### src/rtl/funnel_pkg.sv
package funnel_pkg;

  typedef enum logic [2:0] {
    OP_SHL_LOG = 3'b000,
    OP_SHR_LOG = 3'b001,
    OP_SHL_ARI = 3'b010,
    OP_SHR_ARI = 3'b011,
    OP_ROT_L   = 3'b100,
    OP_ROT_R   = 3'b101
  } shop_e;

  typedef enum logic [1:0] {
    FILL_ZERO = 2'd0,
    FILL_SIGN = 2'd1,
    FILL_WRAP = 2'd2
  } fill_e;

  typedef struct packed {
    logic  known;
    logic  to_left;
    fill_e fill;
  } shctl_t;

  function automatic shctl_t decode_op(input logic [2:0] code);
    shctl_t c;
    c.known   = 1'b1;
    c.to_left = 1'b0;
    c.fill    = FILL_ZERO;
    case (code)
      OP_SHL_LOG, OP_SHL_ARI: c.to_left = 1'b1;
      OP_SHR_LOG:             c.to_left = 1'b0;
      OP_SHR_ARI:             c.fill    = FILL_SIGN;
      OP_ROT_L: begin
        c.to_left = 1'b1;
        c.fill    = FILL_WRAP;
      end
      OP_ROT_R:               c.fill    = FILL_WRAP;
      default:                c.known   = 1'b0;
    endcase
    return c;
  endfunction

endpackage

### src/rtl/fsh_offset.sv
module fsh_offset #(
  parameter int WIDTH = 8,
  localparam int LG = $clog2(WIDTH)
) (
  input  funnel_pkg::shctl_t ctl,
  input  logic [LG-1:0]      amount,
  output logic [LG-1:0]      offset
);
  localparam logic [LG-1:0] TOP_IDX = LG'(WIDTH - 1);

  logic [LG-1:0] left_off;

  // The source word keeps the operand in its top WIDTH bits for left moves.
  assign left_off = TOP_IDX - amount;

  always_comb begin
    if (!ctl.known)       offset = '0;
    else if (ctl.to_left) offset = left_off;
    else                  offset = amount;
  end
endmodule

### src/rtl/fsh_source.sv
module fsh_source #(
  parameter int WIDTH = 8,
  localparam int SW = 2 * WIDTH - 1
) (
  input  funnel_pkg::shctl_t ctl,
  input  logic [WIDTH-1:0]   operand,
  output logic [SW-1:0]      src_word
);
  import funnel_pkg::*;

  logic [WIDTH-2:0] low_fill;
  logic [WIDTH-2:0] high_fill;

  always_comb begin
    low_fill = (ctl.fill == FILL_WRAP) ? operand[WIDTH-1:1] : '0;
    case (ctl.fill)
      FILL_SIGN: high_fill = {(WIDTH-1){operand[WIDTH-1]}};
      FILL_WRAP: high_fill = operand[WIDTH-2:0];
      default:   high_fill = '0;
    endcase
  end

  always_comb begin
    if (ctl.known && ctl.to_left) src_word = {operand, low_fill};
    else                          src_word = {high_fill, operand};
  end
endmodule

### src/rtl/fsh_window.sv
module fsh_window #(
  parameter int WIDTH = 8,
  localparam int LG = $clog2(WIDTH),
  localparam int SW = 2 * WIDTH - 1
) (
  input  logic [SW-1:0]    src_word,
  input  logic [LG-1:0]    offset,
  output logic [WIDTH-1:0] window
);
  logic [SW-1:0] stage [LG+1];

  assign stage[0] = src_word;

  for (genvar s = 0; s < LG; s++) begin : g_stage
    localparam int STEP = 1 << s;
    assign stage[s+1] = offset[s] ? (stage[s] >> STEP) : stage[s];
  end

  assign window = stage[LG][WIDTH-1:0];
endmodule

### src/rtl/funnel_shifter_unit.sv
module funnel_shifter_unit #(
  parameter int WIDTH = 8,
  localparam int LG = $clog2(WIDTH),
  localparam int SW = 2 * WIDTH - 1
) (
  input  logic [WIDTH-1:0] src_a,
  input  logic [LG-1:0]    shamt,
  input  logic [2:0]       op_sel,
  output logic [WIDTH-1:0] res_y
);
  import funnel_pkg::*;

  shctl_t        ctl;
  logic [LG-1:0] offset;
  logic [SW-1:0] src_word;

  assign ctl = decode_op(op_sel);

  fsh_offset #(.WIDTH(WIDTH)) u_offset (
    .ctl    (ctl),
    .amount (shamt),
    .offset (offset)
  );

  fsh_source #(.WIDTH(WIDTH)) u_source (
    .ctl      (ctl),
    .operand  (src_a),
    .src_word (src_word)
  );

  fsh_window #(.WIDTH(WIDTH)) u_window (
    .src_word (src_word),
    .offset   (offset),
    .window   (res_y)
  );

  always_comb begin
    if (shamt == '0)
      p_zero_amount_r7: assert (res_y == src_a) else $error("zero amount altered operand");
    if (op_sel[2:1] == 2'b11)
      p_unused_pass_r8: assert (res_y == src_a) else $error("unused code altered operand");
    if (op_sel == 3'b000 && shamt != '0)
      p_lsl_low_zero_r1: assert (res_y[0] == 1'b0) else $error("left shift bit0 not zero");
    if (op_sel == 3'b001 && shamt != '0)
      p_lsr_top_zero_r2: assert (res_y[WIDTH-1] == 1'b0) else $error("right shift msb not zero");
    if (op_sel == 3'b010 && shamt != '0)
      p_asl_low_zero_r3: assert (res_y[0] == 1'b0) else $error("arith left bit0 not zero");
    if (op_sel == 3'b011)
      p_asr_sign_r4: assert (res_y[WIDTH-1] == src_a[WIDTH-1]) else $error("arith right lost sign");
    if (op_sel == 3'b100)
      p_rol_count_r5: assert ($countones(res_y) == $countones(src_a)) else $error("rotate left lost bits");
    if (op_sel == 3'b101)
      p_ror_count_r6: assert ($countones(res_y) == $countones(src_a)) else $error("rotate right lost bits");
  end
endmodule

### config.mk
export PLATFORM = sky130hd
export DESIGN_NAME = funnel_shifter_unit
export DESIGN_NICKNAME = d
export VERILOG_FILES = /design/src/rtl/funnel_pkg.sv /design/src/rtl/fsh_offset.sv /design/src/rtl/fsh_source.sv /design/src/rtl/fsh_window.sv /design/src/rtl/funnel_shifter_unit.sv
export SDC_FILE = /design/constraint.sdc
export NUM_CORES = 1
export LEC_CHECK = 0
export BUFFER_PORTS_ARGS = -buffer_cell sky130_fd_sc_hd__buf_2
export CORE_AREA = 3 3 42 63
export DETAILED_ROUTE_END_ITERATION = 10
export DIE_AREA = 0 0 45 66
export PLACE_DENSITY_LB_ADDON = 0.3
export SETUP_SLACK_MARGIN = 0.3
export SLEW_MARGIN = 15
export SYNTH_ARGS = -nofsm -noshare
export SYNTH_HDL_FRONTEND = slang
export SYNTH_HIERARCHICAL = 1
export SYNTH_SLANG_ARGS = --single-unit
### constraint.sdc
create_clock -name vclk -period 2.2
set_clock_uncertainty 0.2 [all_clocks]
set_input_delay 0.11 -clock vclk [all_inputs]
set_output_delay 0.11 -clock vclk [all_outputs]
set_load 0.02 [all_outputs]
## Word-level counts from Yosys, hierarchy flattened

Index checks and enable logic that the tools add are counted.

| storage, ports and cells | value |
|---|---|
| bits in registers | 0 |
| bits in latches | 0 |
| word-level logic and storage cells | 24 |
| ROM bits | 0 |
| memory bits (writable) | 0 |
| memories kept | 0 |

| cells by class | value |
|---|---|
| bitwise operators | 0 |
| div/mod/pow operators | 0 |
| magnitude comparators | 0 |
| shift operators | 0 |
| equality and inequality tests | 7 |
| $add $sub $neg | 1 |
| muxes and demuxes | 11 |
| multiply operators | 0 |
| reduce and logical (&&, ||, !) cells | 5 |

Operators with widths:

| operator | number |
|---|---|
| 2-to-1 mux 15 bit | 1 |
| 2-to-1 mux 14 bit | 1 |
| one-hot mux 7 bit (2 select lines) | 1 |
| 2-to-1 mux 12 bit | 1 |
| 2-to-1 mux 8 bit | 1 |
| 2-to-1 mux 7 bit | 1 |
| equality test 3 x 2 -> 1 bit (second input constant) | 2 |
| equality test 3 bit (second input constant) | 2 |
| 2-to-1 mux 3 bit | 2 |
| OR reduction 6 bit | 1 |
| one-hot mux 2 bit (2 select lines) | 1 |
| equality test 3 x 1 -> 1 bit (second input constant) | 1 |
| zero test 3 bit | 1 |
| OR reduction 3 bit | 1 |
| subtractor 3 bit (first input constant) | 1 |
| equality test 2 x 1 -> 1 bit (second input constant) | 1 |
| equality test 2 bit (second input constant) | 1 |
| 2-to-1 mux 1 bit | 2 |
| OR reduction 2 bit | 1 |
| logical AND 1 bit | 1 |

## Logic depth before layout (Yosys ltp)

Gate-level depths: netlist (run 1).

| depth | value |
|---|---|
| word-level depth | 9 |
| mapped depth | 9 |
| mapped depth without buffers | 8 |

## Modules after synthesis

The synthesis (run 1) kept the hierarchy.

By module, submodules not included:

| module | area an instance (µm²) | cells an instance | sequential area each (µm²) | instances |
|---|---|---|---|---|
| fsh_window | 440.4 | 47 | 0.0 | 1 |
| fsh_source | 332.8 | 48 | 0.0 | 1 |
| fsh_offset | 45.0 | 6 | 0.0 | 1 |
| funnel_shifter_unit | 27.5 | 4 | 0.0 | 1 |

## Worst setup path before layout (run 1)

OpenSTA, ideal clock, no wires.

| timing | value |
|---|---|
| path kind | input to output |
| from | input op_sel[2] |
| to | output res_y[7] |
| arrival | 1.867 ns |
| path buffers | 2 |
| required time | 1.890 ns |
| stages on the path | 8 |
| slack | 0.023 ns |
| path through | a21oi_1 buf_4 and2_4 buf_6 mux2_4 mux4_2 nand2b_1 o221ai_2 |

| between the ends | value |
|---|---|
| elaborated cells on any way between the ends | 22 |
| those cells by class | 7 x eq/ne; 10 x mux; 5 x reduce/logical |

RTL lines:

| element | RTL line | text |
|---|---|---|
| from (decl) | funnel_shifter_unit.sv:8 | `input logic [2:0] op_sel,` |
| equality test 3 x 1 -> 1 bit, or another cell as far along | funnel_pkg.sv:29 | `case (code)` |
| OR reduction 6 bit (no line) or OR reduction 3 bit (tied branches) | n/a |  |
| 2-to-1 mux 1 bit | funnel_pkg.sv:29 |  |
| logical AND 1 bit (*) | fsh_source.sv:24 | `if (ctl.known && ctl.to_left) src_word = {operand, low_fill};` |
| 2-to-1 mux 15 bit (*) | fsh_source.sv:24 |  |
| net src_word[7] | funnel_shifter_unit.sv:15 | `logic [SW-1:0] src_word;` |
| 2-to-1 mux 14 bit (*) | fsh_window.sv:16 | `assign stage[s+1] = offset[s] ? (stage[s] >> STEP) : stage[s];` |
| 2-to-1 mux 12 bit (*) | fsh_window.sv:16 |  |
| 2-to-1 mux 8 bit (*) | fsh_window.sv:16 |  |
| to (decl) | funnel_shifter_unit.sv:9 | `output logic [WIDTH-1:0] res_y` |

The timed path passes the listed nets; every way through them passes the cells marked *.

==> flow_summary.yaml, run 1 <==
placement:
  io_buffers: 22
  pre_cts_ws_ns: -0.07148
  dp.cells: 156
  dp_hpwl_um: 1888
  gp_congestion: 0.8956
cells_and_area:
  nFlopsAndLatches: 0
  diodes: 0
  ff_latch_area_um2: 0
  final_util: 0.5629
  drive_gt1_frac: 0.6119
  stdcell_count: 157
  syn2layout_area_growth_pct: 46.89
  n_clock_buffer: 0
  fin_nets: 152
global_route:
  grt_pass1_vias: 989
  grt_max_degree: 15
  grt_usage: 0.1775
  antenna_found_initial: 0
  overflow: 0
  grt_pass1_wl_um: 4250
routing:
  drtPass1Iterations: 4
  ant_nets: 0
  routed-via-count: 939
  drt_wl_total_um: 2398
  drt_iter0_drc: 16
  wl_per_cell_um: 15.27
  drc_errors: 0
  vias_per_cell: 5.981
logic_synthesis:
  synth_nets: 121
  syn-cell-area_um2: 845.8
  synth_cell_types: 32
  yosysSeqAreaShare: 0
  syn_inst: 105
  ys_warn_count: 6
  syn_avg_cell_area_um2: 8.055
run_status:
  status: "completed"
timing:
  rsz0062_at_grt: "true"
  post-route-period-util: 0.9743
  final.setup.tns_ns: 0
  max_slew.worst_pin.slew_ns: 0.2578
  max_freq_mhz: 466.5
  slew_headroom: 0.8270
  hold_viol: 0
  setup_ws_ns: 0.05645
  maxSlewViolCount: 0
  min_period_ns: 2.144
  setup_violations: 0
critical_path:
  critPathMaxFanout: 6
  required_ns: 1.89
  slowest_delay_ns: 0.50
  cpMaxStageDelayCell: "mux4_2"
  endpoint_kind: "primary output"
  worstPathCellList: "buf_8, and3b_2, inv_2, ha_4, a22oi_2, o2bb2ai_2, mux4_2, nand2b_1, o221ai_2, buf_4"
  path_class: "primary input to primary output"
  crit_path_start_kind: "primary input"
  cp.arrival_ns: 1.83
die:
  initial_core_util: 0.3832
  dieArea_um2: 2970
  design.core.area_um2: 2207
  ios: 22
  num_rows: 21
  fp.dieW_um: 45
  die_y_um: 66
power_and_ir_drop:
  vdd_drop_max_mv: 0.1745
  p_leak_nw: 0.5105
  total_power_uw: 437.4
  power_density_nw_per_um2: 352.0
min_path:
  hp-class: "primary input to primary output"
  min_path_cells: 5
job:
  maxCapViolations: 0
clock_network:
  cts_hold_buf: 0
[metal layers]
layer / wire [um] / vias up / global-route usage
met5: 0 / - / 0
met4: 51 / 0 / 0.04029
met3: 77 / 6 / 0
met2: 1327 / 26 / 0.3528
met1: 942 / 441 / 0.1964
li1: - / 466 / -
[final timing paths]
check | start | end | slack, ns
worst max-delay path | op_sel[2] | res_y[7] | 0.06
worst min-delay path | src_a[5] | res_y[6] | 0.64
[area by class of cell]
cell class,count,area (um^2)
Fill cell,220,964.7
Multi-Input combinational cell,86,888.4
Timing Repair Buffer,39,291.5
Inverter,9,33.78
Tap cell,23,28.78
[logic make-up after synthesis]
family | Yosys count | synth area share
AND/OR/NAND/NOR | 26 | 0.1894
AO/OA/AOI/OAI | 34 | 0.3151
multiplexers | 21 | 0.2870
adder cells (fa/ha/maj) | 2 | 0.02958
XOR/XNOR | 3 | 0.03107
buffers and inverters | 19 | 0.1479
[per-stage QoR]
step / area, um^2 / hold WS, ns
finish: 1242 / 0.6397
global placement: 1044 / 0.6718
floorplan: 879.6 / 0.4253
detailed placement: 1044 / 0.6735
global route: 1242 / 0.6940
CTS: 1220 / 0.6415
[report_power, final]
| part | switching [mW] | leakage (nW) | internal [mW] |
|---|---|---|---|
| clock network | 0 | 0 | 0 |
| logic | 0.222 | 0.510 | 0.215 |
| registers | 0 | 0 | 0 |
[layout by cell type (no fill, tap or decap), types with 2 or more instances in the layout]
cell       synthesis  routed
a221o_1            3       3
a22oi_1            7       2
a22oi_2            0       5
and2_1             4       2
and2_4             1       2
and2b_2            2       2
buf_2              1      14
buf_4              2      18
buf_6              6       5
buf_8              0       2
inv_1              9       8
mux2_2             1       2
mux2_4             3       4
mux2i_1           13       9
mux2i_2            0       4
nand2_1            5       4
nand2b_1           3       3
nand4_1            7       7
o21ai_0            4       2
o21ai_2            0       4
o221ai_2           2       5
o22ai_1            3       3
o2bb2ai_2          0       5
xor2_1             3       3
[critical path: cells and delay by family]
| family | cells | cell delay [ns] |
|---|---|---|
| AOI/OAI and AO/OA | 3 | 0.37 |
| muxes | 1 | 0.50 |
| adders and majority gates | 1 | 0.18 |
| buffers and inverters | 3 | 0.31 |
| and+or+nand+nor | 2 | 0.36 |
[Yosys cell counts, drive strengths merged]
| master | n | area, um^2 |
|---|---|---|
| xor2 | 3 | 26.28 |
| ha | 2 | 25.02 |
| a221o | 3 | 30.03 |
| a22oi | 7 | 52.55 |
| nand3 | 1 | 5.000 |
| and2 | 5 | 33.78 |
| nor2b | 1 | 6.260 |
| or2 | 1 | 6.260 |
| buf | 10 | 91.32 |
| and3b | 1 | 10.01 |
| mux2 | 7 | 90.08 |
| mux4 | 1 | 22.52 |
| a21o | 1 | 7.510 |
| nand4 | 7 | 43.79 |
| mux2i | 13 | 130.1 |
| o21ai | 7 | 35.03 |
| inv | 9 | 33.78 |
| a21oi | 1 | 5.000 |
| o22ai | 3 | 18.77 |
| and2b | 2 | 17.52 |
| nand2b | 3 | 18.77 |
| nand2 | 5 | 18.77 |
| o221ai | 5 | 56.31 |
| o2bb2ai | 7 | 61.31 |
[what timing repair did]
action | 4_1_cts | 5_1_grt
buffers inserted | 1 | 0
gates resized for setup | 44 | 6
gates cloned | 0 | 0
setup endpoints to repair | 8 | 8
hold endpoints to repair | 0 | 0
pin swaps | 3 | 4
Note: power is estimated with default switching activity, not from simulation.
==> run 2, diff against run 1 <==
- ABC_AREA: default -> 1
- BUFFER_PORTS_ARGS: -buffer_cell sky130_fd_sc_hd__buf_2 -> default
- CORE_AREA: 3 3 42 63 -> 3 3 48 50
- DIE_AREA: 0 0 45 66 -> 0 0 51 53
- DONT_BUFFER_PORTS: default -> 1
==> run 2 against run 1 <==
Net effect:
- critical path type unchanged
- first-iteration DRC count grew to 3.8 times the previous value
- critical endpoint is now res_y[1]
- setup slack better by 0.34 ns
- core utilization is 15 points lower
==> flow_summary.yaml, run 2 <==
die:
  num_rows: 16
  die_y_um: 53
  initial_core_util: 0.3898
  design.core.area_um2: 1942
  ios: 22
  fp.dieW_um: 51
  dieArea_um2: 2703
cells_and_area:
  syn2layout_area_growth_pct: 5.785
  mostFrequentLayoutCell: "nand2_1"
  nFlopsAndLatches: 0
  diodes: 0
  fin_area_um2: 800.8
  fillers: 237
  fin_nets: 189
  n_clock_buffer: 0
  most-common-layout-cells: "nand2_1, nand3_1, inv_1"
  drive_gt1_frac: 0.09942
  ff_latch_area_um2: 0
logic_synthesis:
  yosys-top-cells-area: "nand2_1, nand3_1, inv_1"
  synth_compound_gate_area_share: 0.06446
  synth-adder-area-share: 0.03306
  syn_inst: 174
  ys_warn_count: 6
  synth_nets: 190
  synth_top_family_by_area: "simple AND/OR/NAND/NOR gates"
  yosys.area_share.simple: 0.7835
  syn-cell-area_um2: 757.0
  yosysMostFrequentCell: "nand2_1"
  synth_xor_area_frac: 0
  syn_avg_cell_area_um2: 4.350
  synth_top_cell_by_area: "nand2_1"
  synth_common_cells: "nand2_1, nand3_1, inv_1"
  muxShareOfSynthArea: 0
  yosysSeqAreaShare: 0
  synth_cell_types: 15
  synth_top_cell_area_share: 0.4810
critical_path:
  crit_path_start_kind: "primary input"
  cp.arrival_ns: 1.49
  endpoint_kind: "primary output"
  crit_buf_inv: 1
  cp_top_family: "simple AND/OR/NAND/NOR gates"
  cp.depth: 11
  worstPathCellList: "nand2_1, nor2_1, inv_1, ha_2, a21oi_4, nand2_1, nand2_1, nand2_1, nand3_1, nand3_1, nand2_2"
  critPathMaxFanout: 7
  cpMaxStageDelayCell: "ha_2"
  crit_top_cell: "nand2_1"
  required_ns: 1.89
  path_class: "primary input to primary output"
  slowest_delay_ns: 0.30
global_route:
  grt_pass1_vias: 945
  overflow: 0
  grt_max_degree: 17
  grt_usage: 0.1637
  antenna_found_initial: 0
  grt_pass1_wl_um: 3698
power_and_ir_drop:
  switching_share: 0.7051
  clockPowerShare: 0
  p_leak_nw: 0.4693
  internal-power_uw: 76.88
  vdd_drop_max_mv: 0.1726
  switching_power_uw: 183.8
  power.share.combinational: 1.000
  p_seq_frac: 0
  power_density_nw_per_um2: 325.6
routing:
  drc_errors: 0
  vias_per_cell: 5.359
  routed-via-count: 1061
  drtPass1Iterations: 5
  drt_iter0_drc: 60
  wl_per_cell_um: 10.92
  ant_nets: 0
  drt_wl_total_um: 2162
placement:
  io_buffers: 0
  gp_congestion: 0.9897
  dp_hpwl_um: 1739
  dpl_cell_area_um2: 775.7
timing:
  min_period_ns: 1.800
  maxSlewViolCount: 0
  post-route-period-util: 0.8183
  slew_headroom: 0.7665
  hold_viol: 0
  max_freq_mhz: 555.5
  setup_violations: 0
  rsz0062_at_grt: "true"
  fin_hold_ws_ns: 0.4650
  final.setup.tns_ns: 0
  max_slew.worst_pin.slew_ns: 0.3499
clock_network:
  cts_hold_buf: 0
  post_cts_buffers: 0
min_path:
  hp-class: "primary input to primary output"
  min_path_cells: 6
job:
  maxCapViolations: 0
run_status:
  status: "completed"
## run 2: cell count changes in the layout (fill, tap and decap cells not counted), moves of 5 or more
| cell | before | now |
|---|---|---|
| nor2_1 | 0 | 8 |
| o221ai_2 | 5 | 0 |
| nand3_1 | 1 | 36 |
| buf_6 | 5 | 0 |
| nand2_2 | 1 | 9 |
| nand4_1 | 7 | 0 |
| buf_2 | 14 | 0 |
| buf_4 | 18 | 4 |
| mux2i_1 | 9 | 0 |
| a22oi_2 | 5 | 0 |
| o2bb2ai_2 | 5 | 0 |
| nand2_1 | 4 | 91 |
## run 2: final timing paths
check,from,endpoint
min,shamt[2],res_y[7]
max,op_sel[0],res_y[1]
## run 2: power groups by stage
stage          Clock, mW  Sequential [mW]  Combinational, mW
2_1_floorplan          0                0              0.212
3_3_place_gp           0                0              0.242
3_5_place_dp           0                0              0.246
4_1_cts                0                0              0.249
5_1_grt                0                0              0.292
6_report               0                0              0.261
## run 2: timing repair
item	in CTS	in global routing
gates resized for setup	1	8
pin swaps	0	0
setup endpoints to repair	1	8
## run 2: logic make-up after synthesis
group,Yosys count
buffers and inverters,19
adders and majority gates,2
and+or+nand+nor,144
AOI/OAI and AO/OA,9
## run 2: per-stage QoR
step | worst slack (ns) | utilization | total power, mW | std cells
after floorplan | 0.3726 | - | 0.2119 | 174
after global placement | 0.3590 | 0.3995 | 0.2422 | 198
after detailed placement | 0.2972 | 0.3995 | 0.2460 | 198
after CTS | 0.3420 | 0.4034 | 0.2491 | 198
after global routing | 0.2817 | 0.4124 | 0.2920 | 198
final | 0.3997 | 0.4124 | 0.2607 | 198
## run 2: cell type report
cell class | instances | area [um^2] | share of cell area
inverters | 12 | 45.04 | 0.05625
repair buffers | 4 | 30.03 | 0.03750
multi-input cells | 155 | 691.9 | 0.8641
well taps | 27 | 33.78 | 0.04219
## run 2: per-layer routing
metal | vias up | GRT usage | share of wire
li1 | 545 | - | -
met1 | 470 | 0.2033 | 0.45
met2 | 44 | 0.3176 | 0.48
met3 | 2 | 0.005634 | 0.061
met4 | 0 | 0.01794 | 0.0037
met5 | - | 0 | 0
